==> config.mk <==
export PLATFORM = sky130hd
export DESIGN_NAME = instr_decoder
export DESIGN_NICKNAME = d
export VERILOG_FILES = /design/src/rtl/idec_pkg.sv /design/src/rtl/idec_fields.sv /design/src/rtl/idec_regs.sv /design/src/rtl/idec_stall_watch.sv /design/src/rtl/instr_decoder.sv
export SDC_FILE = /design/constraint.sdc
export NUM_CORES = 1
export LEC_CHECK = 0
export BUFFER_PORTS_ARGS = -buffer_cell sky130_fd_sc_hd__buf_4
export CAP_MARGIN = 15
export CORE_UTILIZATION = 50
export CTS_CLUSTER_SIZE = 8
export DETAILED_ROUTE_END_ITERATION = 12
export GPL_TIMING_DRIVEN = 0
export PLACE_DENSITY = 0.74
export SLEW_MARGIN = 25
export SYNTH_ARGS = -nofsm -noshare
export SYNTH_HDL_FRONTEND = slang
export SYNTH_SLANG_ARGS = --single-unit
export TNS_END_PERCENT = 1
==> constraint.sdc <==
create_clock -name clk -period 2.9 [get_ports clk]
set_input_delay 0.58 -clock clk [delete_from_list [all_inputs] [get_ports clk]]
set_output_delay 0.58 -clock clk [all_outputs]
set_load 0.02 [all_outputs]
==> src/rtl/idec_pkg.sv <==
package idec_pkg;
   localparam logic [3:0] OPC_NOP    = 4'h0;
   localparam logic [3:0] OPC_MATMUL = 4'h1;
   localparam logic [3:0] OPC_MOVE   = 4'h2;
   localparam logic [3:0] OPC_WLOAD  = 4'h3;
   localparam logic [3:0] OPC_VALU   = 4'h4;
   localparam logic [3:0] OPC_TABLE  = 4'h5;
   localparam logic [3:0] OPC_CONFIG = 4'hF;

   localparam int unsigned REG_D0_OFF  = 0;
   localparam int unsigned REG_D0_ATTR = 1;
   localparam int unsigned REG_D1_OFF  = 4;
   localparam int unsigned REG_D1_ATTR = 5;
   localparam int unsigned REG_STALL   = 8;
   localparam int unsigned REG_TRACE   = 9;
   localparam int unsigned REG_PC      = 10;
   localparam int unsigned REG_SAMPLE  = 11;

   typedef enum logic {ST_IDLE, ST_ISSUE} dec_state_e;
endpackage

==> src/rtl/idec_fields.sv <==
module idec_fields
   import idec_pkg::*;
#(
   parameter int unsigned INSTR_W  = 64,
   parameter int unsigned OP0_W    = 16,
   parameter int unsigned OP1_W    = 32,
   parameter int unsigned OP2_W    = 8,
   parameter int unsigned SIZE_W   = 8,
   parameter int unsigned STRIDE_W = 3,
   localparam int unsigned LEN_W    = SIZE_W + 1,
   localparam int unsigned STRIDE_N = 1 << STRIDE_W,
   localparam int unsigned ADDR_W   = OP0_W - STRIDE_W
) (
   input  logic [INSTR_W-1:0]  instr,
   output logic [3:0]          opcode,
   output logic [3:0]          flags,
   output logic [OP0_W-1:0]    op0,
   output logic [OP1_W-1:0]    op1,
   output logic [OP2_W-1:0]    op2,
   output logic                is_issue,
   output logic                is_config,
   output logic [LEN_W-1:0]    vectors,
   output logic [STRIDE_N-1:0] stride
);
   logic [SIZE_W-1:0] size_fld;

   assign opcode = instr[INSTR_W-1 -: 4];
   assign flags  = instr[INSTR_W-5 -: 4];
   assign op0    = instr[0 +: OP0_W];
   assign op1    = instr[OP0_W +: OP1_W];
   assign op2    = instr[OP0_W+OP1_W +: OP2_W];

   always_comb begin
      is_issue  = 1'b0;
      is_config = (opcode == OPC_CONFIG);
      size_fld  = '0;
      unique case (opcode)
         OPC_MATMUL, OPC_MOVE: begin
            is_issue = 1'b1;
            size_fld = op2[SIZE_W-1:0];
         end
         OPC_WLOAD: begin
            is_issue = 1'b1;
            size_fld = op1[SIZE_W-1:0];
         end
         OPC_VALU, OPC_TABLE: is_issue = 1'b1;
         default: ;
      endcase
   end

   assign vectors = LEN_W'(size_fld) + LEN_W'(1);
   assign stride  = STRIDE_N'(1) << op0[ADDR_W +: STRIDE_W];
endmodule

==> src/rtl/idec_regs.sv <==
module idec_regs
   import idec_pkg::*;
#(
   parameter int unsigned OP0_W      = 16,
   parameter int unsigned CFG_W      = 32,
   parameter int unsigned ATTR_W     = 4,
   parameter int unsigned TMO_W      = 16,
   parameter int unsigned SAMPLE_W   = 16,
   parameter int unsigned OFF_SHIFT  = 16,
   parameter int unsigned TMO_RESET  = 100,
   parameter bit          TRACE_PIPE = 1'b0,
   localparam int unsigned BASE_W    = CFG_W + OFF_SHIFT
) (
   input  logic                clk,
   input  logic                rst_n,
   input  logic                wr_en,
   input  logic [OP0_W-1:0]    wr_addr,
   input  logic [CFG_W-1:0]    wr_data,
   input  logic                step,
   output logic [BASE_W-1:0]   dram0_base,
   output logic [ATTR_W-1:0]   dram0_attr,
   output logic [BASE_W-1:0]   dram1_base,
   output logic [ATTR_W-1:0]   dram1_attr,
   output logic [TMO_W-1:0]    stall_limit,
   output logic [SAMPLE_W-1:0] sample_period,
   output logic [CFG_W-1:0]    pc,
   output logic                trace_hit
);
   logic [CFG_W-1:0] off0_q, off1_q, trace_q, pc_d;
   logic             pc_wr;

   assign pc_wr = wr_en && (wr_addr == OP0_W'(REG_PC));

   always_comb begin
      pc_d = pc;
      if (pc_wr)     pc_d = wr_data;
      else if (step) pc_d = pc + CFG_W'(1);
   end

   always_ff @(posedge clk) begin
      if (!rst_n) begin
         off0_q        <= '0;
         off1_q        <= '0;
         dram0_attr    <= '0;
         dram1_attr    <= '0;
         stall_limit   <= TMO_W'(TMO_RESET);
         trace_q       <= '1;
         sample_period <= '0;
         pc            <= '0;
      end else begin
         pc <= pc_d;
         if (wr_en) begin
            if (wr_addr == OP0_W'(REG_D0_OFF))  off0_q        <= wr_data;
            if (wr_addr == OP0_W'(REG_D0_ATTR)) dram0_attr    <= wr_data[ATTR_W-1:0];
            if (wr_addr == OP0_W'(REG_D1_OFF))  off1_q        <= wr_data;
            if (wr_addr == OP0_W'(REG_D1_ATTR)) dram1_attr    <= wr_data[ATTR_W-1:0];
            if (wr_addr == OP0_W'(REG_STALL))   stall_limit   <= wr_data[TMO_W-1:0];
            if (wr_addr == OP0_W'(REG_TRACE))   trace_q       <= wr_data;
            if (wr_addr == OP0_W'(REG_SAMPLE))  sample_period <= wr_data[SAMPLE_W-1:0];
         end
      end
   end

   assign dram0_base = {off0_q, OFF_SHIFT'(0)};
   assign dram1_base = {off1_q, OFF_SHIFT'(0)};

   generate
      if (TRACE_PIPE) begin : g_trace_reg
         logic [CFG_W-1:0] trace_d;
         logic             hit_q;
         assign trace_d = (wr_en && wr_addr == OP0_W'(REG_TRACE)) ? wr_data : trace_q;
         always_ff @(posedge clk) begin
            if (!rst_n) hit_q <= 1'b0;
            else        hit_q <= (pc_d == trace_d);
         end
         assign trace_hit = hit_q;
      end else begin : g_trace_comb
         assign trace_hit = (pc == trace_q);
      end
   endgenerate

   p_pc_step_r7: assert property (@(posedge clk) disable iff (!rst_n)
      step && !pc_wr |=> pc == CFG_W'($past(pc) + 1'b1));
   p_pc_hold_r7: assert property (@(posedge clk) disable iff (!rst_n)
      !step && !pc_wr |=> $stable(pc));
   p_pc_load_r7: assert property (@(posedge clk) disable iff (!rst_n)
      pc_wr |=> pc == $past(wr_data));
endmodule

==> src/rtl/idec_stall_watch.sv <==
module idec_stall_watch #(
   parameter int unsigned TMO_W = 16
) (
   input  logic             clk,
   input  logic             rst_n,
   input  logic             state_chg,
   input  logic [TMO_W-1:0] limit,
   output logic             flag
);
   logic [TMO_W-1:0] cnt_q;
   logic [TMO_W:0]   cnt_nx;

   assign cnt_nx = {1'b0, cnt_q} + (TMO_W+1)'(1);

   always_ff @(posedge clk) begin
      if (!rst_n || state_chg) begin
         cnt_q <= '0;
         flag  <= 1'b0;
      end else begin
         if (cnt_q != '1) cnt_q <= cnt_nx[TMO_W-1:0];
         flag <= (limit != '0) && (flag || (cnt_nx >= {1'b0, limit}));
      end
   end

   p_clear_r8: assert property (@(posedge clk) disable iff (!rst_n)
      state_chg |=> !flag);
   p_off_r8: assert property (@(posedge clk) disable iff (!rst_n)
      limit == '0 |=> !flag);
endmodule

==> src/rtl/instr_decoder.sv <==
module instr_decoder
   import idec_pkg::*;
#(
   parameter int unsigned INSTR_W    = 64,
   parameter int unsigned OP0_W      = 16,
   parameter int unsigned OP1_W      = 32,
   parameter int unsigned OP2_W      = 8,
   parameter int unsigned SIZE_W     = 8,
   parameter int unsigned STRIDE_W   = 3,
   parameter int unsigned CFG_W      = 32,
   parameter int unsigned ATTR_W     = 4,
   parameter int unsigned TMO_W      = 16,
   parameter int unsigned SAMPLE_W   = 16,
   parameter int unsigned OFF_SHIFT  = 16,
   parameter int unsigned TMO_RESET  = 100,
   parameter bit          TRACE_PIPE = 1'b0,
   localparam int unsigned LEN_W     = SIZE_W + 1,
   localparam int unsigned STRIDE_N  = 1 << STRIDE_W,
   localparam int unsigned BASE_W    = CFG_W + OFF_SHIFT
) (
   input  logic                clk,
   input  logic                rst_n,
   input  logic                in_valid,
   output logic                in_ready,
   input  logic [INSTR_W-1:0]  in_instr,
   output logic                disp_valid,
   input  logic                disp_ready,
   output logic [3:0]          disp_opcode,
   output logic [3:0]          disp_flags,
   output logic [OP0_W-1:0]    disp_op0,
   output logic [OP1_W-1:0]    disp_op1,
   output logic [OP2_W-1:0]    disp_op2,
   output logic [LEN_W-1:0]    disp_vectors,
   output logic [STRIDE_N-1:0] disp_stride,
   output logic [BASE_W-1:0]   dram0_base,
   output logic [ATTR_W-1:0]   dram0_cache,
   output logic [BASE_W-1:0]   dram1_base,
   output logic [ATTR_W-1:0]   dram1_cache,
   output logic [SAMPLE_W-1:0] sample_period,
   output logic [CFG_W-1:0]    prog_count,
   output logic                timeout_flag,
   output logic                trace_flag
);
   generate
      if (OP0_W + OP1_W + OP2_W > INSTR_W - 8) begin : g_bad_layout
         $error("instr_decoder: operands do not fit below opcode and flags");
      end
      if (OP1_W < CFG_W || SIZE_W > OP2_W || SIZE_W > OP1_W) begin : g_bad_width
         $error("instr_decoder: operand too narrow for value or size field");
      end
      if (STRIDE_W >= OP0_W) begin : g_bad_stride
         $error("instr_decoder: stride field does not fit in operand 0");
      end
   endgenerate

   logic [3:0]          f_opcode, f_flags;
   logic [OP0_W-1:0]    f_op0;
   logic [OP1_W-1:0]    f_op1;
   logic [OP2_W-1:0]    f_op2;
   logic                f_issue, f_config;
   logic [LEN_W-1:0]    f_vectors;
   logic [STRIDE_N-1:0] f_stride;
   logic [TMO_W-1:0]    stall_limit;
   dec_state_e          state_q, state_d;
   logic                accept, done;

   idec_fields #(
      .INSTR_W(INSTR_W), .OP0_W(OP0_W), .OP1_W(OP1_W), .OP2_W(OP2_W),
      .SIZE_W(SIZE_W), .STRIDE_W(STRIDE_W)
   ) u_fields (
      .instr(in_instr), .opcode(f_opcode), .flags(f_flags),
      .op0(f_op0), .op1(f_op1), .op2(f_op2),
      .is_issue(f_issue), .is_config(f_config),
      .vectors(f_vectors), .stride(f_stride)
   );

   assign in_ready   = (state_q == ST_IDLE);
   assign disp_valid = (state_q == ST_ISSUE);
   assign accept     = in_valid && in_ready;
   assign done       = (accept && !f_issue) || (disp_valid && disp_ready);

   always_comb begin
      state_d = state_q;
      if (accept && f_issue)          state_d = ST_ISSUE;
      else if (disp_valid && disp_ready) state_d = ST_IDLE;
   end

   always_ff @(posedge clk) begin
      if (!rst_n) begin
         state_q      <= ST_IDLE;
         disp_opcode  <= '0;
         disp_flags   <= '0;
         disp_op0     <= '0;
         disp_op1     <= '0;
         disp_op2     <= '0;
         disp_vectors <= '0;
         disp_stride  <= '0;
      end else begin
         state_q <= state_d;
         if (accept && f_issue) begin
            disp_opcode  <= f_opcode;
            disp_flags   <= f_flags;
            disp_op0     <= f_op0;
            disp_op1     <= f_op1;
            disp_op2     <= f_op2;
            disp_vectors <= f_vectors;
            disp_stride  <= f_stride;
         end
      end
   end

   idec_regs #(
      .OP0_W(OP0_W), .CFG_W(CFG_W), .ATTR_W(ATTR_W), .TMO_W(TMO_W),
      .SAMPLE_W(SAMPLE_W), .OFF_SHIFT(OFF_SHIFT), .TMO_RESET(TMO_RESET),
      .TRACE_PIPE(TRACE_PIPE)
   ) u_regs (
      .clk(clk), .rst_n(rst_n),
      .wr_en(accept && f_config), .wr_addr(f_op0), .wr_data(f_op1[CFG_W-1:0]),
      .step(done),
      .dram0_base(dram0_base), .dram0_attr(dram0_cache),
      .dram1_base(dram1_base), .dram1_attr(dram1_cache),
      .stall_limit(stall_limit), .sample_period(sample_period),
      .pc(prog_count), .trace_hit(trace_flag)
   );

   idec_stall_watch #(.TMO_W(TMO_W)) u_watch (
      .clk(clk), .rst_n(rst_n), .state_chg(state_d != state_q),
      .limit(stall_limit), .flag(timeout_flag)
   );

   p_hold_r2: assert property (@(posedge clk) disable iff (!rst_n)
      disp_valid && !disp_ready |=> disp_valid && $stable(disp_opcode)
         && $stable(disp_flags) && $stable(disp_op0) && $stable(disp_op1)
         && $stable(disp_op2) && $stable(disp_vectors));
   p_local_r3: assert property (@(posedge clk) disable iff (!rst_n)
      accept && !f_issue |=> !disp_valid);
   p_stride_r11: assert property (@(posedge clk) disable iff (!rst_n)
      disp_valid |-> $countones(disp_stride) == 1);
endmodule

==> out/results.ini, run 1 <==
[power]
p_int_mw = 6.42
switchingPower_mw = 2.02
swShare_pct = 24.0
share_comb_of_total_power_pct = 8.1
finalPower_mw = 8.44
irDropWorstVdd_uv = 431
leakagePower_nw = 6.13
p_clk_share_pct = 47.3
p_seq_share_pct = 44.6
power-per-cell-area_nw_per_um2 = 559

[final_layout]
area_growth_syn_to_layout_pct = 30.3
fin_nets = 1914
final_area_um2 = 15100
stdcell_count = 2113
antenna_cells = 0
drive_gt1_share_pct = 20.7
final_util_pct = 66.5

[timing]
setup_viol = 0
fmax_ghz = 0.368
fin_crit_sh_pct = 93.6
timing_hold_violations_final = 0
slew_headroom_pct = 42.3
post-route-min-period_ps = 2720
hold_ws_ps = 325
clock-skew-final_ps = 15.4
rsz0062_at_grt = no
worst_pin_slew_ps = 844
drv_slew = 0
tns_ps = 0
fin_ws_ps = 185

[worst_setup_path]
crit_required_ps = 3270
max_stage_delay_ps = 380
crit_path_start_kind = flip-flop
crit_family = compound AO/OA/AOI/OAI gates
cp_slowest_cell = dfxtp_4
cp.arrival_ps = 3090
critPathBufInv = 1
path_cells = ha_4 > nand3_2 > or2_4 > nor2_4 > nand2_1 > xor2_2 > inv_1 > ha_1 > and2_1 > a221o_1 > a21oi_1 > o21ai_0 > o21ai_1 > a31oi_1
cp-end-kind = flip-flop
cp_max_fo = 5
crit_type = flip-flop to flip-flop

[synthesis]
syn_avg_cell_area_um2 = 7.75
synth_top_area_cell = dfxtp_1
synthFlopType = dfxtp_1
synth_enable_flop_cells = 0
syn-cell-area_um2 = 11600
synthTopCellsByArea = dfxtp_1 (46%), nand2_1 (14%), a21oi_1 (10%)
ys_warn_count = 0
yosysTopAreaCellShare_pct = 46.1
synthArstFlopShare_pct = 0
synth.most_common_cell = nand2_1
yosys-top-cells-count = nand2_1 (435), dfxtp_1 (267), a21oi_1 (239), clkbuf_1 (72), nand3_1 (60)
ys_seq_elements = 267
synth_seq_area_share_pct = 46.1
synthDistinctLibCells = 58
netlist_instances = 1496

[grt]
antenna_found_initial = 0
grt_pass1_wl_um = 58700
grt_overflow = 0
grt_max_degree = 11
first_global_vias = 10679
grt_usage_pct = 31.4

[run_status]
status = finished clean

[routing]
ant_nets = 0
route.vias.total = 11695
wire_per_inst_um = 18.3
routed_wl_um = 38600
drt_iter0_drc = 913
drt_first_pass_iters = 5
drc_errors = 0
viasPerCell = 5.53

[floorplanning]
dieArea_um2 = 23800
rows = 55
core_um2 = 22700
start_util_pct = 51.1
chipWidth_um = 154
io_pins = 305
die_y_um = 154

[clocking]
numCtsBuffers = 39
cts-htree-levels = 2
cts_tree = built
clockRootBuffer = clkbuf_16
clockBufferDepth = 3
cts_sinks = 267
postCtsHoldBufs = 0
clock_latency_ps = 520
path_clk_slew_ps = 50

[place]
pre_cts_ws_ps = -290
gp_congestion = 0.939
dp_cells = 2070
hpwl_um = 27700
dpl_cell_area_um2 = 14000
port_buffers = 258

[flow_run]
drv_cap = 0

[hold_path]
hp-class = input pin to flip-flop

[power by group through the flow]
stage	clock network (mW)	logic, mW	registers (mW)
final	3.99	0.684	3.77
after global routing	4.18	0.727	3.77
after CTS	4.02	0.670	3.77
after detailed placement	0	0.668	3.84
after global placement	0	0.660	3.83
after floorplan	0	0.305	3.89
[worst reg2reg max path, stage by stage (launching register included)]
cell and delay [ps]:
dfxtp_4 380, ha_4 150, nand3_2 90, or2_4 270, nor2_4 110, nand2_1 100
xor2_2 160, inv_1 80, ha_1 290, and2_1 160, a221o_1 290, a21oi_1 150
o21ai_0 100, o21ai_1 140, a31oi_1 100
[layout make-up]
| type | count | area (um^2) |
|---|---|---|
| fillers | 1977 | 7600 |
| multi-input cells | 1089 | 5610 |
| flip-flops and latches | 267 | 5350 |
| repair buffers | 259 | 1940 |
| clock buffers | 41 | 1030 |
| plain buffers | 136 | 679 |
| well taps | 285 | 357 |
| inverters | 35 | 131 |
| clock inverters | 1 | 7.51 |
[layout by cell type (no fill, tap or decap), types with 16 or more instances in the layout]
master / n
a21oi_1: 239
buf_2: 20
buf_4: 295
clkbuf_1: 72
clkbuf_16: 41
conb_1: 32
dfxtp_1: 265
ha_1: 18
inv_1: 34
nand2_1: 435
nand3_1: 58
nand4_1: 24
nor2_1: 39
nor3_1: 23
nor4_1: 16
o21ai_0: 27
xor2_1: 45
[cell families (layout without fill, tap and decap cells)]
group | count (synthesis) | after routing | synth area share [%]
AND/OR/NAND/NOR | 659 | 659 | 25.1
flip-flops | 267 | 267 | 46.1
other | 1 | 32 | 0.0323
XOR/XNOR | 61 | 61 | 4.61
multiplexers | 4 | 4 | 0.345
AO/OA/AOI/OAI | 314 | 314 | 14.8
adder cells (fa/ha/maj) | 19 | 19 | 2.05
buffers and inverters | 171 | 472 | 6.99
[flip-flops by register name, indices dropped and copies added, names as in the netlist, 8 cells and up]
name,cells
u_regs.sample_period,16
disp_stride,8
disp_op0,16
u_regs.trace_q,32
u_watch.cnt_q,16
u_regs.stall_limit,16
disp_op2,8
disp_op1,32
u_regs.off0_q,32
disp_vectors,9
u_regs.off1_q,32
u_regs.pc,32
[timing repair]
action                                  in CTS  in global routing
pin swaps                                    0                  1
buffers inserted                             0                  1
endpoints found under the setup margin       1                 57
gates resized for setup                      6                  8
[routing by layer]
metal  vias up  share of wire (%)  global-route usage [%]
met5         -                  0                       0
met4         0                3.2                    11.1
met3        91                8.9                    5.86
met2       531                 47                    52.5
met1      5462                 41                    40.7
li1       5611                  -                       -
[worst paths after layout]
kind / startpoint / to / slack, ps / depth (start not counted)
setup / recovery: u_watch.cnt_q[0]$_SDFFE_PP0P_ / u_watch.flag$_SDFF_PP0_ / 180 / 14
hold / removal: in_instr[9] / disp_op0[9]$_SDFFE_PN0P_ / 330 / 3
setup reg to reg: u_watch.cnt_q[0]$_SDFFE_PP0P_ / u_watch.flag$_SDFF_PP0_ / 180 / 14
hold reg to reg: u_regs.off1_q[20]$_SDFFE_PN0P_ / u_regs.off1_q[20]$_SDFFE_PN0P_ / 450 / 2
Note: power is estimated with default switching activity, not from simulation.
==> run 2: changes to the inputs <==
--- a/config.mk
+++ b/config.mk
@@ -7,11 +7,12 @@
 export LEC_CHECK = 0
 export BUFFER_PORTS_ARGS = -buffer_cell sky130_fd_sc_hd__buf_4
 export CAP_MARGIN = 15
+export CORE_MARGIN = 2
 export CORE_UTILIZATION = 50
 export CTS_CLUSTER_SIZE = 8
 export DETAILED_ROUTE_END_ITERATION = 12
 export GPL_TIMING_DRIVEN = 0
-export PLACE_DENSITY = 0.74
+export PLACE_DENSITY = 0.83
 export SLEW_MARGIN = 25
 export SYNTH_ARGS = -nofsm -noshare
 export SYNTH_HDL_FRONTEND = slang
==> out/results.ini, run 2 (synthesized netlist as in run 1, its figures left out) <==
[run_status]
status = finished clean

[clocking]
cts_sinks = 267
clockRootBuffer = clkbuf_16
clockBufferDepth = 3
numCtsBuffers = 39
path_clk_slew_ps = 50
clock_latency_ps = 530
cts_tree = built
cts-htree-levels = 2
postCtsHoldBufs = 0

[final_layout]
area_growth_syn_to_layout_pct = 30.3
final_area_um2 = 15100
antenna_cells = 0
final_cell_mix = nand2_1 (435), buf_4 (295), dfxtp_1 (265)
final_common_cell = nand2_1
drive_gt1_share_pct = 20.8
fin_nets = 1913
stdcell_count = 2113

[floorplanning]
core_um2 = 22700
rows = 55
dieArea_um2 = 24400
start_util_pct = 51.1
chipWidth_um = 156
die_y_um = 156
io_pins = 305

[timing]
tns_ps = 0
rsz0062_at_grt = yes
timing_hold_violations_final = 0
fmax_ghz = 0.359
drv_slew = 0
clock-skew-final_ps = 16.5
fin_crit_sh_pct = 96.0
post-route-min-period_ps = 2780
setup_viol = 0
slew_headroom_pct = 37.9
worst_pin_slew_ps = 925

[grt]
grt_max_degree = 11
first_global_vias = 11235
grt_pass1_wl_um = 59400
grt_overflow = 0
antenna_found_initial = 0
grt_usage_pct = 30.9

[place]
dpl_cell_area_um2 = 14000
dp_cells = 2070
gp_congestion = 0.973
hpwl_um = 28300
port_buffers = 258

[routing]
route.vias.total = 12057
wire_per_inst_um = 18.7
routed_wl_um = 39500
drc_errors = 0
viasPerCell = 5.71
drt_first_pass_iters = 5
drt_iter0_drc = 1021
ant_nets = 0

[power]
irDropWorstVdd_uv = 415
finalPower_mw = 8.51
power-per-cell-area_nw_per_um2 = 563
leakagePower_nw = 6.14

[worst_setup_path]
rrSetupSlack_ps = 120
crit_required_ps = 3280
cp_max_fo = 5
cp.arrival_ps = 3160
cp-end-kind = flip-flop
crit_path_start_kind = flip-flop
crit_type = flip-flop to flip-flop

[hold_path]
hp-class = input pin to flip-flop

[flow_run]
drv_cap = 0

## run 2: per-stage QoR
| stage | worst slack, ps | hold WS (ps) | util (%) |
|---|---|---|---|
| 2_1_floorplan | 218 | 445 | - |
| 3_3_place_gp | -193 | 438 | 61.7 |
| 3_5_place_dp | -275 | 445 | 61.7 |
| 4_1_cts | 27.3 | 302 | 66.4 |
| 5_1_grt | -20.9 | 321 | 66.5 |
| 6_report | 115 | 310 | 66.5 |
## run 2: power breakdown
part | leakage (nW) | switching (mW) | internal (mW)
Clock | 0.515 | 1.58 | 2.48
Sequential | 2.16 | 0.0357 | 3.73
Combinational | 3.47 | 0.457 | 0.226
Total | 6.14 | 2.07 | 6.43
## run 2: what timing repair did
item | CTS | global route
pin swaps | 0 | 1
setup endpoints to repair | 1 | 4
gates cloned | 0 | 0
hold endpoints to repair | 0 | 0
buffers inserted | 0 | 1
gates resized for setup | 7 | 7
## run 2: layer usage
metal | track usage [%] | wire (um) | vias to the layer above
li1 | - | - | 5621
met1 | 38.1 | 15200 | 5647
met2 | 52.7 | 18900 | 672
met3 | 6.06 | 3790 | 117
met4 | 13.4 | 1590 | 0
met5 | 0 | 0 | -
## run 2: worst max-delay path: stages (launching register included)
cell,delay [ps]
dfxtp_4,370
ha_2,190
nand3_1,120
or2_4,290
nor2_4,110
nand2_1,90
xor2_2,170
inv_1,70
ha_1,290
and2_1,150
a221o_1,300
a21oi_2,140
o21ai_0,90
o21ai_1,150
a31oi_1,90
## run 2: layout make-up
class	count	area, um^2
plain buffers	135	676
clock buffers	41	1030
clock inverters	2	27.5
fillers	1856	7600
inverters	35	131
multi-input cells	1089	5600
flip-flops and latches	267	5350
well taps	285	357
repair buffers	259	1940
## run 2: path summary, 6_finish.rpt
check                                        end  cells past startpoint                            from
hold / removal        disp_flags[0]$_SDFFE_PN0P_                      3                    in_instr[56]
setup / recovery         u_watch.flag$_SDFF_PP0_                     14   u_watch.cnt_q[0]$_SDFFE_PP0P_
setup reg to reg         u_watch.flag$_SDFF_PP0_                     14   u_watch.cnt_q[0]$_SDFFE_PP0P_
hold reg to reg   u_regs.off0_q[26]$_SDFFE_PN0P_                      2  u_regs.off0_q[26]$_SDFFE_PN0P_
==> run 3: changes to the inputs <==
--- a/config.mk
+++ b/config.mk
@@ -5,14 +5,15 @@
 export SDC_FILE = /design/constraint.sdc
 export NUM_CORES = 1
 export LEC_CHECK = 0
-export BUFFER_PORTS_ARGS = -buffer_cell sky130_fd_sc_hd__buf_4
 export CAP_MARGIN = 15
 export CORE_MARGIN = 2
 export CORE_UTILIZATION = 50
 export CTS_CLUSTER_SIZE = 8
 export DETAILED_ROUTE_END_ITERATION = 12
+export DONT_BUFFER_PORTS = 1
 export GPL_TIMING_DRIVEN = 0
-export PLACE_DENSITY = 0.83
+export HOLD_SLACK_MARGIN = 0.15
+export PLACE_DENSITY = 0.72
 export SLEW_MARGIN = 25
 export SYNTH_ARGS = -nofsm -noshare
 export SYNTH_HDL_FRONTEND = slang
==> out/results.ini, run 3 (synthesized netlist as in run 1, its figures left out) <==
[run_status]
status = finished clean

[worst_setup_path]
cp.arrival_ps = 2230
timing.rr.start = u_watch.cnt_q[0]$_SDFFE_PP0P_
r2r-end = u_watch.flag$_SDFF_PP0_
crit_path_start_kind = flip-flop
rrSetupSlack_ps = 120
crit_family = simple AND/OR/NAND/NOR gates
cp_max_fo = 8
reg2reg_depth = 14
crit_type = flip-flop to output pin
cp_slowest_cell = dfxtp_1
path_cells = clkbuf_1 > xor2_1 > nor4_1 > nand4_1 > nor2_2
max_stage_delay_ps = 460
worstSetupPathDepth = 5
critPathBufInv = 1
crit_required_ps = 2320
cp-end-kind = output pin

[grt]
first_global_vias = 10115
grt_overflow = 0
antenna_found_initial = 0
grt_usage_pct = 29.5
grt_pass1_wl_um = 56200
grt_max_degree = 11

[timing]
post-route-min-period_ps = 2810
fin_crit_sh_pct = 96.9
setup_viol = 0
rsz0062_at_grt = yes
clock-skew-final_ps = 10.5
hold_ws_ps = 188
drv_slew = 0
worst_pin_slew_ps = 888
tns_ps = 0
fin_ws_ps = 89.4
timing_hold_violations_final = 0
fmax_ghz = 0.356
slew_headroom_pct = 39.3

[final_layout]
area_growth_syn_to_layout_pct = 13.8
antenna_cells = 0
fin_nets = 1655
final_common_cell = nand2_1
final_cell_mix = nand2_1 (435), dfxtp_1 (265), a21oi_1 (238)
final_util_pct = 58.1
final_area_um2 = 13200
drive_gt1_share_pct = 7.83

[routing]
route.vias.total = 10696
wire_per_inst_um = 20.2
routed_wl_um = 37500
drc_errors = 0
drt_iter0_drc = 893
viasPerCell = 5.76
ant_nets = 0
drt_first_pass_iters = 6

[power]
p_clk_share_pct = 48.6
p_seq_share_pct = 46.1
power-per-cell-area_nw_per_um2 = 631
switchingPower_mw = 1.95
p_int_mw = 6.37
swShare_pct = 23.5
share_comb_of_total_power_pct = 5.3
leakagePower_nw = 4.78
irDropWorstVdd_uv = 480

[floorplanning]
io_pins = 305
start_util_pct = 51.1
dieArea_um2 = 24400
die_y_um = 156
core_um2 = 22700
rows = 55
chipWidth_um = 156

[flow_run]
drv_cap = 0

[place]
dpl_cell_area_um2 = 12100
pre_cts_ws_ps = -241
hpwl_um = 26900
gp_congestion = 0.963
port_buffers = 0

[hold_path]
whs_endpoint = u_regs.trace_q[30]$_SDFFE_PN1P_
min-delay-start = in_instr[46]
min_path_cells = 2
hp-class = input pin to flip-flop

[clocking]
post-cts-setup-buffers = 0
cts-htree-levels = 2
cts_tree = built
clockRootBuffer = clkbuf_16
path_clk_slew_ps = 50
postCtsHoldBufs = 0
cts_sinks = 267
clockBufferDepth = 3
numCtsBuffers = 39
clock_latency_ps = 520

## run 3: power groups by stage
stage | combinational (mW) | clock, mW | sequential (mW)
5_1_grt | 0.473 | 4.25 | 3.84
4_1_cts | 0.424 | 4.09 | 3.83
6_report | 0.437 | 4.05 | 3.84
3_3_place_gp | 0.418 | 0 | 3.90
3_5_place_dp | 0.422 | 0 | 3.91
2_1_floorplan | 0.305 | 0 | 3.89
## run 3: timing repair
action | CTS | global route
setup endpoints to repair | 1 | 69
pin swaps | 0 | 1
gates resized for setup | 6 | 11
## run 3: per-layer routing
layer	up-vias	global-route usage (%)	wire length [um]
met3	101	7.59	3790
met5	-	0	0
li1	5096	-	-
met4	0	13.7	1620
met1	4975	36.1	14800
met2	524	48.6	17300
## run 3: worst register-to-register path, stage by stage, from the launching register on
cell	delay, ps
dfxtp_4	390
ha_4	150
nand3_1	110
or2_4	280
nor2_4	110
nand2_1	70
xor2_1	180
inv_1	60
ha_1	280
and2_1	160
a221o_1	330
a21oi_2	150
o21ai_0	100
o21ai_1	150
a31oi_1	100
## run 3: area by class of cell
cell class	instances	area, um^2
inverters	35	131
clock buffers	41	1000
flip-flops and latches	267	5350
multi-input cells	1089	5620
well taps	285	357
plain buffers	136	679
fillers	2049	9510
clock inverters	3	55.1
## run 3: worst max-delay path by stage
stage | startpoint | to | slack [ps]
2_1_floorplan | u_watch.cnt_q[0]$_SDFFE_PP0P_ | u_watch.flag$_SDFF_PP0_ | 220
3_3_place_gp | in_instr[15] | u_regs.off1_q[4]$_SDFFE_PN0P_ | -160
3_5_place_dp | in_instr[62] | u_regs.off1_q[25]$_SDFFE_PN0P_ | -240
4_1_cts | u_regs.pc[26]$_SDFFE_PN0P_ | trace_flag | 2
5_1_grt | u_regs.pc[26]$_SDFFE_PN0P_ | trace_flag | -50
6_report | u_regs.pc[26]$_SDFFE_PN0P_ | trace_flag | 90
## run 3: stage by stage
step	cells	power [mW]
2_1_floorplan	1527	4.19
3_3_place_gp	1812	4.32
3_5_place_dp	1812	4.33
4_1_cts	1856	8.35
5_1_grt	1856	8.56
6_report	1856	8.32
